==> config.mk <==
export PLATFORM = sky130hd
export DESIGN_NAME = drfs_refresh_seq
export DESIGN_NICKNAME = d
export VERILOG_FILES = /design/src/rtl/drfs_pkg.sv /design/src/rtl/drfs_interval_timer.sv /design/src/rtl/drfs_backlog.sv /design/src/rtl/drfs_cbr_engine.sv /design/src/rtl/drfs_refresh_seq.sv
export SDC_FILE = /design/constraint.sdc
export NUM_CORES = 1
export LEC_CHECK = 0
export BUFFER_PORTS_ARGS = -buffer_cell sky130_fd_sc_hd__buf_2
export CORE_ASPECT_RATIO = 0.7
export CORE_MARGIN = 5
export CORE_UTILIZATION = 58
export DETAILED_ROUTE_END_ITERATION = 8
export GPL_ROUTABILITY_DRIVEN = 0
export PLACE_DENSITY = 0.8
export SYNTH_ARGS = -nofsm -noshare
export SYNTH_HDL_FRONTEND = slang
export SYNTH_SLANG_ARGS = --single-unit
==> constraint.sdc <==
create_clock -name clk -period 3.45 [get_ports clk]
set_input_delay 0.69 -clock clk [delete_from_list [all_inputs] [get_ports clk]]
set_output_delay 0.69 -clock clk [all_outputs]
set_load 0.05 [all_outputs]
==> src/rtl/drfs_pkg.sv <==
package drfs_pkg;

  typedef enum logic [1:0] {
    ENG_IDLE   = 2'd0,
    ENG_CSETUP = 2'd1,
    ENG_RLOW   = 2'd2,
    ENG_RPRE   = 2'd3
  } eng_state_t;

  typedef enum logic [1:0] {
    PH_PAUSE = 2'd0,
    PH_INIT  = 2'd1,
    PH_RUN   = 2'd2
  } phase_t;

  function automatic int ns_to_cyc(input int ns, input int clk_ps);
    return (ns * 1000 + clk_ps - 1) / clk_ps;
  endfunction

  function automatic int at_least(input int v, input int lo);
    return (v < lo) ? lo : v;
  endfunction

endpackage

==> src/rtl/drfs_interval_timer.sv <==
module drfs_interval_timer #(
  parameter int T_INT = 2000
) (
  input  logic clk,
  input  logic rst_n,
  input  logic en_i,
  output logic tick_o
);
  localparam int TW = $clog2(T_INT + 1);
  localparam logic [TW-1:0] LAST = TW'(T_INT - 1);

  logic [TW-1:0] cnt_q, cnt_d;

  assign tick_o = en_i && (cnt_q == LAST);

  always_comb begin
    if (!en_i || tick_o) cnt_d = '0;
    else                 cnt_d = cnt_q + TW'(1);
  end

  always_ff @(posedge clk or negedge rst_n) begin
    if (!rst_n) cnt_q <= '0;
    else        cnt_q <= cnt_d;
  end

  // checker: spacing between consecutive ticks
  logic [TW:0] chk_gap;
  logic        chk_seen;
  always_ff @(posedge clk or negedge rst_n) begin
    if (!rst_n) begin
      chk_gap  <= '0;
      chk_seen <= 1'b0;
    end else if (!en_i) begin
      chk_gap  <= '0;
      chk_seen <= 1'b0;
    end else if (tick_o) begin
      chk_gap  <= '0;
      chk_seen <= 1'b1;
    end else begin
      chk_gap  <= chk_gap + (TW+1)'(1);
    end
  end

  p_tick_period_r6: assert property (@(posedge clk) disable iff (!rst_n)
    (tick_o && chk_seen) |-> (chk_gap == (TW+1)'(T_INT - 1)));

endmodule

==> src/rtl/drfs_backlog.sv <==
module drfs_backlog #(
  parameter int MAX = 8
) (
  input  logic clk,
  input  logic rst_n,
  input  logic inc_i,
  input  logic dec_i,
  output logic pend_o,
  output logic full_o
);
  localparam int BW = $clog2(MAX + 1);
  localparam logic [BW-1:0] TOP = BW'(MAX);

  logic [BW-1:0] cnt_q, cnt_d;

  assign pend_o = (cnt_q != '0);
  assign full_o = (cnt_q == TOP);

  always_comb begin
    cnt_d = cnt_q;
    case ({inc_i, dec_i})
      2'b10:   if (!full_o) cnt_d = cnt_q + BW'(1);
      2'b01:   if (pend_o)  cnt_d = cnt_q - BW'(1);
      default: cnt_d = cnt_q;
    endcase
  end

  always_ff @(posedge clk or negedge rst_n) begin
    if (!rst_n) cnt_q <= '0;
    else        cnt_q <= cnt_d;
  end

  p_no_overflow_r9: assert property (@(posedge clk) disable iff (!rst_n)
    cnt_q <= TOP);

  p_sat_hold_r9: assert property (@(posedge clk) disable iff (!rst_n)
    (full_o && inc_i && !dec_i) |=> full_o);

  p_dec_clears_r7: assert property (@(posedge clk) disable iff (!rst_n)
    (dec_i && !inc_i && cnt_q == BW'(1)) |=> !pend_o);

endmodule

==> src/rtl/drfs_cbr_engine.sv <==
module drfs_cbr_engine
  import drfs_pkg::*;
#(
  parameter int T_CSR = 1,
  parameter int T_CHR = 2,
  parameter int T_RAS = 8,
  parameter int T_RP  = 5,
  parameter int T_CPN = 2
) (
  input  logic clk,
  input  logic rst_n,
  input  logic start_i,
  output logic idle_o,
  output logic done_o,
  output logic ras_n_o,
  output logic cas_n_o
);
  localparam int M1 = (T_CSR > T_RAS) ? T_CSR : T_RAS;
  localparam int M2 = (T_RP > T_CHR) ? T_RP : T_CHR;
  localparam int MAXLEN = (M1 > M2) ? M1 : M2;
  localparam int CW = $clog2(MAXLEN + 1);
  localparam logic [CW-1:0] LAST_CSR = CW'(T_CSR - 1);
  localparam logic [CW-1:0] LAST_RAS = CW'(T_RAS - 1);
  localparam logic [CW-1:0] LAST_RP  = CW'(T_RP - 1);
  localparam logic [CW-1:0] CHR_LEN  = CW'(T_CHR);

  eng_state_t    state_q, state_d;
  logic [CW-1:0] cnt_q, cnt_d;
  logic          ras_q, cas_q, ras_d, cas_d;

  always_comb begin
    state_d = state_q;
    cnt_d   = cnt_q + CW'(1);
    done_o  = 1'b0;
    case (state_q)
      ENG_IDLE: begin
        cnt_d = '0;
        if (start_i) state_d = ENG_CSETUP;
      end
      ENG_CSETUP: if (cnt_q == LAST_CSR) begin
        state_d = ENG_RLOW;
        cnt_d   = '0;
      end
      ENG_RLOW: if (cnt_q == LAST_RAS) begin
        state_d = ENG_RPRE;
        cnt_d   = '0;
      end
      ENG_RPRE: if (cnt_q == LAST_RP) begin
        state_d = ENG_IDLE;
        cnt_d   = '0;
        done_o  = 1'b1;
      end
      default: begin
        state_d = ENG_IDLE;
        cnt_d   = '0;
      end
    endcase
    ras_d = (state_d != ENG_RLOW);
    cas_d = !((state_d == ENG_CSETUP) ||
              ((state_d == ENG_RLOW) && (cnt_d < CHR_LEN)));
  end

  always_ff @(posedge clk or negedge rst_n) begin
    if (!rst_n) begin
      state_q <= ENG_IDLE;
      cnt_q   <= '0;
      ras_q   <= 1'b1;
      cas_q   <= 1'b1;
    end else begin
      state_q <= state_d;
      cnt_q   <= cnt_d;
      ras_q   <= ras_d;
      cas_q   <= cas_d;
    end
  end

  assign idle_o  = (state_q == ENG_IDLE);
  assign ras_n_o = ras_q;
  assign cas_n_o = cas_q;

  // checker counters: run lengths of the strobe levels
  logic [15:0] chk_ras_lo, chk_ras_hi, chk_cas_hi;
  always_ff @(posedge clk or negedge rst_n) begin
    if (!rst_n) begin
      chk_ras_lo <= '0;
      chk_ras_hi <= 16'hFFFF;
      chk_cas_hi <= 16'hFFFF;
    end else begin
      if (ras_q) chk_ras_lo <= '0;
      else if (chk_ras_lo != 16'hFFFF) chk_ras_lo <= chk_ras_lo + 16'd1;
      if (!ras_q) chk_ras_hi <= '0;
      else if (chk_ras_hi != 16'hFFFF) chk_ras_hi <= chk_ras_hi + 16'd1;
      if (!cas_q) chk_cas_hi <= '0;
      else if (chk_cas_hi != 16'hFFFF) chk_cas_hi <= chk_cas_hi + 16'd1;
    end
  end

  p_cbr_order_r3: assert property (@(posedge clk) disable iff (!rst_n)
    $fell(ras_q) |-> !cas_q);

  p_cas_leads_r3: assert property (@(posedge clk) disable iff (!rst_n)
    $fell(cas_q) |-> ras_q);

  p_ras_width_r4: assert property (@(posedge clk) disable iff (!rst_n)
    $rose(ras_q) |-> (chk_ras_lo == 16'(T_RAS)));

  p_cas_release_r4: assert property (@(posedge clk) disable iff (!rst_n)
    $rose(cas_q) |-> !ras_q);

  p_ras_precharge_r5: assert property (@(posedge clk) disable iff (!rst_n)
    $fell(ras_q) |-> (chk_ras_hi >= 16'(T_RP)));

  p_cas_precharge_r5: assert property (@(posedge clk) disable iff (!rst_n)
    $fell(cas_q) |-> (chk_cas_hi >= 16'(T_CPN)));

endmodule

==> src/rtl/drfs_refresh_seq.sv <==
module drfs_refresh_seq
  import drfs_pkg::*;
#(
  parameter int CLK_PS      = 8000,
  parameter int PAUSE_NS    = 200000,
  parameter int REFI_NS     = 16000,
  parameter int RAS_NS      = 60,
  parameter int RP_NS       = 40,
  parameter int RC_NS       = 110,
  parameter int CHR_NS      = 10,
  parameter int CPN_NS      = 10,
  parameter int CSR_NS      = 0,
  parameter int INIT_CYCLES = 8,
  parameter int BACKLOG_MAX = 8
) (
  input  logic clk,
  input  logic rst_n,
  input  logic grant_i,
  input  logic burst_busy_i,
  output logic req_o,
  output logic urgent_o,
  output logic busy_o,
  output logic init_done_o,
  output logic ras_n_o,
  output logic cas_n_o
);
  localparam int T_PAUSE = at_least(ns_to_cyc(PAUSE_NS, CLK_PS), 1);
  localparam int T_INT   = at_least((REFI_NS * 1000) / CLK_PS, 2);
  localparam int T_CSR   = at_least(ns_to_cyc(CSR_NS, CLK_PS), 1);
  localparam int T_CHR   = at_least(ns_to_cyc(CHR_NS, CLK_PS), 1);
  localparam int T_RAS   = at_least(ns_to_cyc(RAS_NS, CLK_PS), T_CHR + 1);
  localparam int T_CPN   = ns_to_cyc(CPN_NS, CLK_PS);
  localparam int T_RP0   = at_least(ns_to_cyc(RP_NS, CLK_PS), at_least(T_CPN, 1));
  localparam int T_RP    = at_least(T_RP0, ns_to_cyc(RC_NS, CLK_PS) - T_RAS - T_CSR);
  localparam int PW      = $clog2(T_PAUSE + 1);
  localparam int IW      = $clog2(INIT_CYCLES + 1);

  phase_t        phase_q, phase_d;
  logic [PW-1:0] pause_q, pause_d;
  logic [IW-1:0] initc_q, initc_d;

  logic eng_idle, eng_done, eng_start;
  logic tick, pend, full, run;

  assign run = (phase_q == PH_RUN);

  always_comb begin
    phase_d = phase_q;
    pause_d = pause_q;
    initc_d = initc_q;
    case (phase_q)
      PH_PAUSE: begin
        if (pause_q == PW'(T_PAUSE - 1)) phase_d = PH_INIT;
        else                             pause_d = pause_q + PW'(1);
      end
      PH_INIT: begin
        if (eng_done) begin
          if (initc_q == IW'(INIT_CYCLES - 1)) phase_d = PH_RUN;
          else                                 initc_d = initc_q + IW'(1);
        end
      end
      default: phase_d = phase_q;
    endcase
  end

  always_ff @(posedge clk or negedge rst_n) begin
    if (!rst_n) begin
      phase_q <= PH_PAUSE;
      pause_q <= '0;
      initc_q <= '0;
    end else begin
      phase_q <= phase_d;
      pause_q <= pause_d;
      initc_q <= initc_d;
    end
  end

  assign req_o       = run && pend && eng_idle && (!burst_busy_i || full);
  assign eng_start   = ((phase_q == PH_INIT) && eng_idle) || (req_o && grant_i);
  assign urgent_o    = full;
  assign busy_o      = !eng_idle;
  assign init_done_o = run;

  drfs_interval_timer #(.T_INT(T_INT)) u_timer (
    .clk    (clk),
    .rst_n  (rst_n),
    .en_i   (run),
    .tick_o (tick)
  );

  drfs_backlog #(.MAX(BACKLOG_MAX)) u_backlog (
    .clk    (clk),
    .rst_n  (rst_n),
    .inc_i  (tick),
    .dec_i  (eng_done && run),
    .pend_o (pend),
    .full_o (full)
  );

  drfs_cbr_engine #(
    .T_CSR (T_CSR),
    .T_CHR (T_CHR),
    .T_RAS (T_RAS),
    .T_RP  (T_RP),
    .T_CPN (T_CPN)
  ) u_engine (
    .clk     (clk),
    .rst_n   (rst_n),
    .start_i (eng_start),
    .idle_o  (eng_idle),
    .done_o  (eng_done),
    .ras_n_o (ras_n_o),
    .cas_n_o (cas_n_o)
  );

  p_pause_quiet_r1: assert property (@(posedge clk) disable iff (!rst_n)
    (phase_q == PH_PAUSE) |-> (ras_n_o && cas_n_o && !busy_o));

  p_req_gated_r2: assert property (@(posedge clk) disable iff (!rst_n)
    !init_done_o |-> !req_o);

  p_grant_start_r7: assert property (@(posedge clk) disable iff (!rst_n)
    (req_o && grant_i) |=> (!cas_n_o && busy_o));

  p_burst_hold_r8: assert property (@(posedge clk) disable iff (!rst_n)
    (burst_busy_i && !urgent_o) |-> !req_o);

  p_urgent_req_r9: assert property (@(posedge clk) disable iff (!rst_n)
    (urgent_o && !busy_o) |-> req_o);

  p_busy_noreq_r10: assert property (@(posedge clk) disable iff (!rst_n)
    busy_o |-> !req_o);

endmodule

==> summary.md, run 1 <==
| Metric | Value |
|---|---|
| Status | `finished, final reports clean` |
| Multiplexer share of the synthesized area | `0.0139` |
| Total GRT Usage | `0.173` |
| Peak supply drop | `0.000256 V` |
| Async S/R FF share, synth | `1.00` |
| Critical path endpoint category | `register` |
| Die Ht | `a little over 60 um` |
| Worst-path clk slew | `0.08 ns` |
| Fraction of the mapped netlist area in simple logic gates | `0.225` |
| Share of the synthesized area in the top cell type | `0.468` |
| Final Hold Fails | `0` |
| # nets final | `roughly 240` |
| Total number of vias | `1549` |
| CTS Sinks | `44` |
| Die extent in x | `between 80 and 90 um` |
| Worst Hold Class | `reg -> reg` |
| Synth-to-layout area growth | `8.52%` |
| Dpl ws | `1.09 ns` |
| Worst-Skew Late Latency | `0.30 ns` |
| Nature of the critical path startpoint | `register` |
| Root Buffer | `clkbuf_8` |
| Final setup viols | `0` |
| Tot Pwr | `0.877 mW` |
| Layout cells sized above 1 | `0.108` |
| WP data required | `roughly 3.7 ns` |
| #FFs+latches synth | `44` |
| Syn avg cell area | `10.3 sq um` |
| Final wirelength | `3.89 mm` |
| Starting Density | `0.619` |
| Post_cts resized | `0` |
| Core area | `3630 sq um` |
| Worst setup margin | `1.06 ns` |
| Die Area | `about 5200 sq um` |
| Dpl cell area | `2340 sq um` |
| Syn Nets | `about 230` |
| Filler Cell Count | `287` |
| Number of diodes | `0` |
| Drt initial violations | `72` |
| Clk buf depth | `2` |
| First-pass GRT wire length | `6.97 mm` |
| Synth top cells by count | `42 x dfrtp_1, 26 x nor2_1, 18 x nand2_1` |
| Drt drc | `0` |
| DRT Pass-1 Iters | `4` |
| Synth Cell Area | `between 2000 and 2500 sq um` |
| Register area share after synthesis | `0.491` |
| Worst EP arrival | `2.61 ns` |
| Placed cell count | `around 270` |
| Final cycle utilization of the critical path | `0.692` |
| Synth top area cells | `dfrtp_1 47%, xnor2_1 6.2%, xor2_1 5.5%` |
| TritonCTS clock tree | `done` |
| CP max stage delay | `between 0.4 and 0.5 ns` |
| Number of global-route vias before repair | `~1500` |
| CTS buffer count | `5` |
| Post-synthesis cell count | `around 220` |
| Unrepaired setup endpoints after global routing | `no` |
| CP max stage cell | `dfrtp_1` |
| Worst-path cell chain | `inv_1, ha_1, nand3_1, nor2_1, nand3_1, inv_1, ha_1, a21o_1, a21oi_1, mux2i_1, xor2_1` |
| Pwr Density | `between 300 and 400 nW/um^2` |
| Non-filler instance count after layout | `282` |
| Design Area, Final | `about 2400 sq um` |
| XOR/XNOR Fraction of Synth Area | `0.117` |
| MaxCap Viol Count | `0` |
| Most used flip-flop cell after synthesis | `dfrtp_1` |
| Hold_ws | `0.464 ns` |
| Number of setup buffers added after CTS | `0` |
| Adder-cell share of the synthesized area | `0.0479` |
| Post-synth top area cell | `dfrtp_1` |
| YS warnings | `0` |
| H-tree depth | `2` |
| Crit path kind | `reg -> reg` |
| Routed length per placed instance | `around 14 um` |
| Most instantiated library cell after synthesis | `dfrtp_1` |
| Worst-Margin Slew | `0.950 ns` |
| Crit-path max FO | `5` |
| Post-synthesis compound-gate area fraction | `0.0741` |
| Finished Core Util | `0.672` |
| Largest family of logic cells by synthesized area | `simple AND/OR/NAND/NOR gates` |
| Max-slew headroom | `0.367` |
| Site Rows | `18` |
| Max Slew Vio Count | `0` |
| Initial antenna violation count | `0` |
| Skew final | `between 0.009 and 0.01 ns` |
| Drt via density | `5.49` |
| Final HPWL DP | `roughly 2.8 mm` |
| Cell variety after synth | `between 40 and 50` |
| Port Buffer Count | `9` |
| Largest net degree at the start of global routing | `45` |
| # IOs | `10` |
| P_leak | `1.13 nW` |
| # hold bufs at CTS | `0` |
| Overflow after GRT | `0` |
| Minimum clock period | `2.39 ns` |
| Number of synthesized flops with an enable pin | `0` |
| Routed Antenna Nets | `0` |
| Setup tns final | `0 ns` |
| FMAX | `0.419 GHz` |
## logic make-up after synthesis
logic type | Yosys count
AND/OR/NAND/NOR | 95
buffers and inverters | 18
multiplexers | 3
AO/OA/AOI/OAI | 21
adder cells (fa/ha/maj) | 8
flip-flops | 44
XOR/XNOR | 30
## worst max-delay path: cells and delay by family, from the launching register on
kind            cells  cell delay (ns)
xor+xnor            1             0.17
compound gates      2             0.33
flops               1             0.41
fa+ha+maj           2             0.46
buf+inv             2             0.18
mux                 1             0.22
simple gates        3             0.55
## sequential cells by signal, indices dropped and copies added, names as in the netlist
| register | count |
|---|---|
| u_engine.state_q | 2 |
| pause_q | 15 |
| u_timer.cnt_q | 11 |
| u_engine.cas_n_o | 1 |
| phase_q | 2 |
| initc_q | 4 |
| u_backlog.cnt_q | 4 |
| u_engine.cnt_q | 4 |
| u_engine.ras_n_o | 1 |
## worst paths after layout
| check | end | slack, ns | cells past startpoint | start |
|---|---|---|---|---|
| hold / removal | u_timer.cnt_q[0]$_DFF_PN0_ | 0.46 | 1 | u_timer.cnt_q[0]$_DFF_PN0_ |
| max in group asynchronous | u_engine.cnt_q[2]$_DFF_PN0_ | 2.32 | 1 | rst_n |
| min in group asynchronous | u_timer.cnt_q[9]$_DFF_PN0_ | 0.53 | 1 | rst_n |
| hold reg to reg | u_timer.cnt_q[0]$_DFF_PN0_ | 0.46 | 1 | u_timer.cnt_q[0]$_DFF_PN0_ |
| setup reg to reg | u_backlog.cnt_q[3]$_DFFE_PN0P_ | 1.06 | 11 | u_engine.cnt_q[0]$_DFF_PN0_ |
| setup / recovery | u_backlog.cnt_q[3]$_DFFE_PN0P_ | 1.06 | 11 | u_engine.cnt_q[0]$_DFF_PN0_ |
## final cells by class
class	count	area, sq um	area share
Inverter	14	52.6	0.0216
Timing Repair Buffer	9	45.0	0.0185
Multi-Input combinational cell	157	1070	0.440
Clock buffer	8	100	0.0411
Sequential cell	44	1100	0.453
Tap cell	50	62.6	0.0257
## power by group
part	leakage (nW)	switching, mW	internal [mW]
Combinational	0.482	0.00983	0.00136
Clock	0.0515	0.168	0.183
Sequential	0.594	0	0.515
Total	1.13	0.178	0.699
## cells in the final DEF, fill, tap and decap left out, types with 2 or more instances in the layout
cell type,count
ha_1,7
mux2i_1,2
and3_1,5
nand2b_1,5
or4_1,2
nor2_1,26
nor4_1,3
nand3_1,10
nand4b_1,2
a21o_1,2
nand2_1,18
nor3_1,4
o31a_1,2
nand4_1,5
xnor2_1,16
nand3b_1,2
dfrtp_1,42
a21oi_1,7
xor2_1,14
o21ai_0,2
clkbuf_8,7
buf_2,9
or2_2,2
dfstp_2,2
inv_1,14
## per-layer routing
| metal | up-vias | GRT usage | wire length, um |
|---|---|---|---|
| met2 | 25 | 0.255 | 1540 |
| met1 | 741 | 0.253 | 2130 |
| met5 | - | 0 | 0 |
| met4 | 0 | 0.0609 | 55 |
| li1 | 776 | - | - |
| met3 | 7 | 0.0435 | 160 |
No activity file was read; power rests on OpenSTA's default activity.
==> run 2: changes to the inputs <==
==> constraint.sdc (replaced) <==
create_clock -name clk -period 2.4 [get_ports clk]
set_input_delay 0.48 -clock clk [delete_from_list [all_inputs] [get_ports clk]]
set_output_delay 0.48 -clock clk [all_outputs]
set_load 0.05 [all_outputs]
==> run 2 against run 1 <==
Global-route usage increased by 0.44 points. Clock skew down 0.0050 ns. Critical path depth decreased by 1. Design area increased by 2.1%. Clock-buffer cell count down 1. Maximum frequency rose by 5.7%. Combinational power increased by 71%. Wire length is 3.3% higher. Highest routed layer unchanged.
==> summary.md, run 2 (synthesis results as in run 1) <==
| Metric | Value |
|---|---|
| Drt drc | `0` |
| Max-slew headroom | `0.784` |
| Non-filler instance count after layout | `288` |
| # nets final | `249` |
| Worst-Margin Slew | `0.322 ns` |
| Initial antenna violation count | `0` |
| Internal | `0.979 mW` |
| TritonCTS clock tree | `done` |
| WP data required | `2.62 ns` |
| Drt via density | `5.37` |
| Worst reg2reg endpoint | `u_backlog.cnt_q[3]$_DFFE_PN0P_` |
| # IOs | `10` |
| Drt initial violations | `64` |
| Final setup viols | `0` |
| Worst path most repeated cell | `ha_1` |
| Placed cell count | `280` |
| First-pass GRT wire length | `7.09 mm` |
| FMAX | `0.443 GHz` |
| Worst Hold Class | `in -> async` |
| Status | `finished, final reports clean` |
| Setup tns final | `0 ns` |
| Worst-path cell chain | `ha_1, and3_2, nand4_1, nand3_1, inv_1, ha_1, a21o_1, a21oi_1, mux2i_1, xor2_1` |
| CP Launch Point | `u_timer.cnt_q[0]$_DFF_PN0_` |
| Critical path endpoint category | `register` |
| Minimum clock period | `around 2.3 ns` |
| Synth-to-layout area growth | `10.8%` |
| Worst-case reg-to-reg path depth | `10` |
| Max reg flops | `15` |
| Nature of the critical path startpoint | `register` |
| Root Buffer | `clkbuf_8` |
| P_leak | `1.15 nW` |
| Skew final | `0.00426 ns` |
| Die extent in x | `84.4 um` |
| Seq pwr share | `0.596` |
| Number of global-route vias before repair | `1487` |
| Max Slew Vio Count | `0` |
| R2r setup slk | `0.14 ns` |
| CTS buffer count | `5` |
| Overflow after GRT | `0` |
| Commonest non-fill, non-tap cells in the layout | `42 x dfrtp_1, 25 x nor2_1, 18 x nand2_1` |
| Pwr Density | `500 nW/um^2` |
| Final cycle utilization of the critical path | `0.941` |
| Unrepaired setup endpoints after global routing | `no` |
| Largest net degree at the start of global routing | `21` |
| Routed length per placed instance | `13.9 um` |
| Top Registers | `pause_q: 15 flops, u_timer.cnt_q: 11 flops` |
| Number of setup buffers added after CTS | `0` |
| Clock share of power | `0.389` |
| Top reg by flops | `pause_q` |
| Port Buffer Count | `9` |
| Worst EP arrival | `~2.5 ns` |
| Crit-path max FO | `5` |
| Peak supply drop | `0.000345 V` |
| Worst-Skew Late Latency | `about 0.3 ns` |
| Worst Setup EP | `u_backlog.cnt_q[3]$_DFFE_PN0P_` |
| Net switching power | `0.265 mW` |
| Routed Antenna Nets | `0` |
| Total number of vias | `1546` |
| CTS Sinks | `44` |
| Starting Density | `0.619` |
| CP max stage delay | `0.39 ns` |
| Number of diodes | `0` |
| Worst-path clk slew | `around 0.080 ns` |
| Final HPWL DP | `3.06 mm` |
| Final Hold Fails | `0` |
| Final wirelength | `4.02 mm` |
| Site Rows | `18` |
| Filler Cell Count | `292` |
| Crit path kind | `reg -> reg` |
| Clk buf depth | `2` |
| Die Area | `5240 sq um` |
| Sw Share | `0.213` |
| H-tree depth | `2` |
| Total GRT Usage | `0.178` |
| Die Ht | `62.1 um` |
| Layout cells sized above 1 | `0.147` |
| Most common cell after layout, fill and taps aside | `dfrtp_1` |
| R2R Path Start | `u_timer.cnt_q[0]$_DFF_PN0_` |
| Logic gate share of total power | `0.015` |
| MaxCap Viol Count | `0` |
| Core area | `3630 sq um` |
| DRT Pass-1 Iters | `4` |
| CP max stage cell | `dfrtp_1` |
## run 2: cell count changes in the layout (fill, tap and decap cells not counted), sizes merged
cell / delta
buf: +6
clkbuf: -1
clkinvlp: +1
## run 2: layout make-up
cell class,count,area [sq um],share of cell area
clock buffer,7,86.3,0.0347
inverter,14,52.6,0.0211
tap,50,62.6,0.0252
multi-input combinational,157,1080,0.436
sequential,44,1100,0.444
timing repair buffer,15,90.1,0.0362
clock inverter,1,7.51,0.00302
## run 2: worst min path at each step
| stage | endpoint |
|---|---|
| final | u_timer.cnt_q[7]$_DFF_PN0_ |
| after global routing | u_timer.cnt_q[7]$_DFF_PN0_ |
| after CTS | u_timer.cnt_q[7]$_DFF_PN0_ |
| after detailed placement | u_timer.cnt_q[7]$_DFF_PN0_ |
| after global placement | u_timer.cnt_q[7]$_DFF_PN0_ |
| after floorplan | initc_q[0]$_DFFE_PN0P_ |
## run 2: metal layers
| layer | vias up | GRT usage | routed length, um |
|---|---|---|---|
| li1 | 786 | - | - |
| met1 | 727 | 0.262 | 2220 |
| met2 | 25 | 0.254 | 1570 |
| met3 | 8 | 0.0422 | 155 |
| met4 | 0 | 0.0745 | 76 |
| met5 | - | 0 | 0 |
## run 2: power groups by stage
stage | clock network (mW) | registers, mW | logic [mW]
global route | 0.539 | 0.741 | 0.0233
CTS | 0.504 | 0.741 | 0.0202
detailed placement | 0 | 0.755 | 0.0202
finish | 0.484 | 0.741 | 0.0191
floorplan | 0 | 0.756 | 0.000238
global placement | 0 | 0.755 | 0.0197
## run 2: worst max-delay path, delay by kind of cell (launching register included)
kind / cells / cell delay (ns)
AND/OR/NAND/NOR: 3 / 0.48
adder cells (fa/ha/maj): 2 / 0.45
flip-flops: 1 / 0.39
AO/OA/AOI/OAI: 2 / 0.34
multiplexers: 1 / 0.23
XOR/XNOR: 1 / 0.17
buffers and inverters: 1 / 0.10
## run 2: repair_timing
item	in CTS	in global routing
hold buffers	0	0
hold endpoints to repair	0	0
setup endpoints to repair	0	1
gates resized for setup	0	4
## run 2: through the flow
step / util / hold slack [ns] / power, mW / instance area (sq um) / worst slack [ns]
3_5_place_dp: 0.657 / 0.363 / 0.776 / 2380 / 0.164
2_1_floorplan: - / 0.184 / 0.756 / 2250 / 0.161
3_3_place_gp: 0.657 / 0.359 / 0.775 / 2380 / 0.232
4_1_cts: 0.683 / 0.0324 / 1.26 / 2480 / 0.114
6_report: 0.686 / 0.0326 / 1.24 / 2490 / 0.142
5_1_grt: 0.686 / 0.0437 / 1.30 / 2490 / 0.0161
==> run 3: changes to the inputs <==
--- a/config.mk
+++ b/config.mk
@@ -6,12 +6,14 @@
 export NUM_CORES = 1
 export LEC_CHECK = 0
 export BUFFER_PORTS_ARGS = -buffer_cell sky130_fd_sc_hd__buf_2
+export CELL_PAD_IN_SITES_DETAIL_PLACEMENT = 0
+export CELL_PAD_IN_SITES_GLOBAL_PLACEMENT = 1
 export CORE_ASPECT_RATIO = 0.7
 export CORE_MARGIN = 5
-export CORE_UTILIZATION = 58
+export CORE_UTILIZATION = 48
 export DETAILED_ROUTE_END_ITERATION = 8
 export GPL_ROUTABILITY_DRIVEN = 0
-export PLACE_DENSITY = 0.8
+export PLACE_DENSITY = 0.82
 export SYNTH_ARGS = -nofsm -noshare
 export SYNTH_HDL_FRONTEND = slang
 export SYNTH_SLANG_ARGS = --single-unit
==> run 3 against run 2 <==
Die area is 18% higher. Hold slack better by 0.14 ns. Clock-buffer cell count stayed put. Sequential power hardly changed. Non-clock buffer count is 1 lower. Utilization is 13 points lower. Critical path type unchanged. Highest routed layer unchanged.
==> summary.md, run 3 (synthesis results as in run 1) <==
| Metric | Value |
|---|---|
| Core area | `about 4400 sq um` |
| Total GRT Usage | `0.152` |
| Die Ht | `67.2 um` |
| Worst reg2reg endpoint | `u_backlog.cnt_q[3]$_DFFE_PN0P_` |
| Peak supply drop | `0.000333 V` |
| Overflow after GRT | `0` |
| Port Buffer Count | `9` |
| Minimum clock period | `2.26 ns` |
| Unrepaired setup endpoints after global routing | `no` |
| Worst EP arrival | `2.48 ns` |
| Max-slew headroom | `0.602` |
| Routed Antenna Nets | `0` |
| Most common cell after layout, fill and taps aside | `dfrtp_1` |
| Starting Density | `0.507` |
| MaxCap Viol Count | `0` |
| Initial antenna violation count | `0` |
| Max Slew Vio Count | `0` |
| Die extent in x | `91.8 um` |
| Final setup viols | `0` |
| Number of diodes | `0` |
| Critical path endpoint category | `register` |
| Top Registers | `pause_q: 15 flops, u_timer.cnt_q: 11 flops` |
| Worst-case reg-to-reg path depth | `10` |
| Top reg by flops | `pause_q` |
| R2R Path Start | `u_timer.cnt_q[0]$_DFF_PN0_` |
| Nature of the critical path startpoint | `register` |
| H-tree depth | `2` |
| # IOs | `10` |
| Synth-to-layout area growth | `10.1%` |
| Largest net degree at the start of global routing | `28` |
| Layout cells sized above 1 | `0.143` |
| Pwr Density | `491 nW/um^2` |
| Hold_ws | `0.176 ns` |
| CTS Sinks | `44` |
| Site Rows | `20` |
| Final Hold Fails | `0` |
| DRT Pass-1 Iters | `4` |
| First-pass GRT wire length | `7.39 mm` |
| Crit path kind | `reg -> reg` |
| Status | `finished, final reports clean` |
| Final wirelength | `~4 mm` |
| Finished Core Util | `0.558` |
| Number of global-route vias before repair | `1513` |
| Drt drc | `0` |
| Die Area | `6170 sq um` |
| Max reg flops | `15` |
| Worst Hold Class | `in -> async` |
| FMAX | `between 0.4 and 0.5 GHz` |
| Drt via density | `5.26` |
| Tot Pwr | `1.21 mW` |
| Filler Cell Count | `399` |
| Final cycle utilization of the critical path | `0.940` |
| WP data required | `2.62 ns` |
| Crit-path max FO | `5` |
| Clk buf depth | `2` |
| Worst-Margin Slew | `0.596 ns` |
| Worst-Skew Late Latency | `0.30 ns` |
| Setup tns final | `0 ns` |
| CTS buffer count | `5` |
| P_leak | `1.14 nW` |
| Drt initial violations | `66` |
| Skew final | `0.00610 ns` |
| Total number of vias | `~1500` |
| Root Buffer | `clkbuf_8` |
| Commonest non-fill, non-tap cells in the layout | `42 x dfrtp_1, 25 x nor2_1, 18 x nand2_1` |
| Dpl cell area | `approximately 2400 sq um` |
| Worst-path clk slew | `approximately 0.08 ns` |
| Routed length per placed instance | `between 10 and 15 um` |
| TritonCTS clock tree | `done` |
| Design Area, Final | `~2500 sq um` |
| Final HPWL DP | `between 2 and 3 mm` |
| R2r setup slk | `0.14 ns` |
| # nets final | `248` |
-- run 3: cell count changes in the layout (fill, tap and decap cells not counted), sizes merged --
cell | before | now
buf | 15 | 14
clkinvlp | 1 | 0
clkinv | 0 | 1
-- run 3: layer usage --
metal | GRT usage | share of wire
met4 | 0.0500 | 0.010
met1 | 0.241 | 0.58
met5 | 0 | 0
met3 | 0.0345 | 0.036
met2 | 0.200 | 0.37
-- run 3: final cells by class --
type	count	area (sq um)	share of cell area
flip-flops and latches	44	1100	0.446
well taps	55	68.8	0.0278
inverters	14	52.6	0.0212
clock inverters	1	5.00	0.00202
clock buffers	7	76.3	0.0309
multi-input cells	157	1080	0.439
repair buffers	14	82.6	0.0334
-- run 3: metrics by stage --
step	std cells	setup slack [ns]
after floorplan	219	0.161
after global placement	284	0.220
after detailed placement	284	0.138
after CTS	292	0.115
after global routing	292	0.00150
final	292	0.144
-- run 3: power by group --
| group | total (mW) | switching (mW) | internal, mW |
|---|---|---|---|
| Sequential | 0.741 | 0 | 0.741 |
| Combinational | 0.0191 | 0.0150 | 0.00405 |
| Clock | 0.454 | 0.250 | 0.205 |
| Total | 1.21 | 0.265 | 0.949 |
-- run 3: worst max-delay path by stage --
stage,from,endpoint,slack [ns],depth (start not counted)
2_1_floorplan,u_timer.cnt_q[0]$_DFF_PN0_,u_backlog.cnt_q[3]$_DFFE_PN0P_,0.16,11
3_3_place_gp,u_engine.cnt_q[0]$_DFF_PN0_,u_backlog.cnt_q[3]$_DFFE_PN0P_,0.22,11
3_5_place_dp,u_engine.cnt_q[0]$_DFF_PN0_,u_backlog.cnt_q[3]$_DFFE_PN0P_,0.14,11
4_1_cts,u_engine.cnt_q[0]$_DFF_PN0_,u_backlog.cnt_q[3]$_DFFE_PN0P_,0.11,11
6_report,u_timer.cnt_q[0]$_DFF_PN0_,u_backlog.cnt_q[3]$_DFFE_PN0P_,0.14,10
5_1_grt,u_timer.cnt_q[0]$_DFF_PN0_,u_backlog.cnt_q[3]$_DFFE_PN0P_,0.001,10
-- run 3: what timing repair did --
item,CTS,global route
endpoints found under the setup margin,0,1
hold buffers,0,0
gates resized for setup,0,5
buffers inserted,0,0
-- run 3: critical path: stages, from the launching register on --
cell and delay, ns:
dfrtp_1 0.41, ha_1 0.23, and3_2 0.26, nand4_1 0.12, nand3_1 0.14, inv_2 0.09
ha_1 0.22, a21o_1 0.17, a21oi_1 0.16, mux2i_1 0.23, xor2_1 0.15
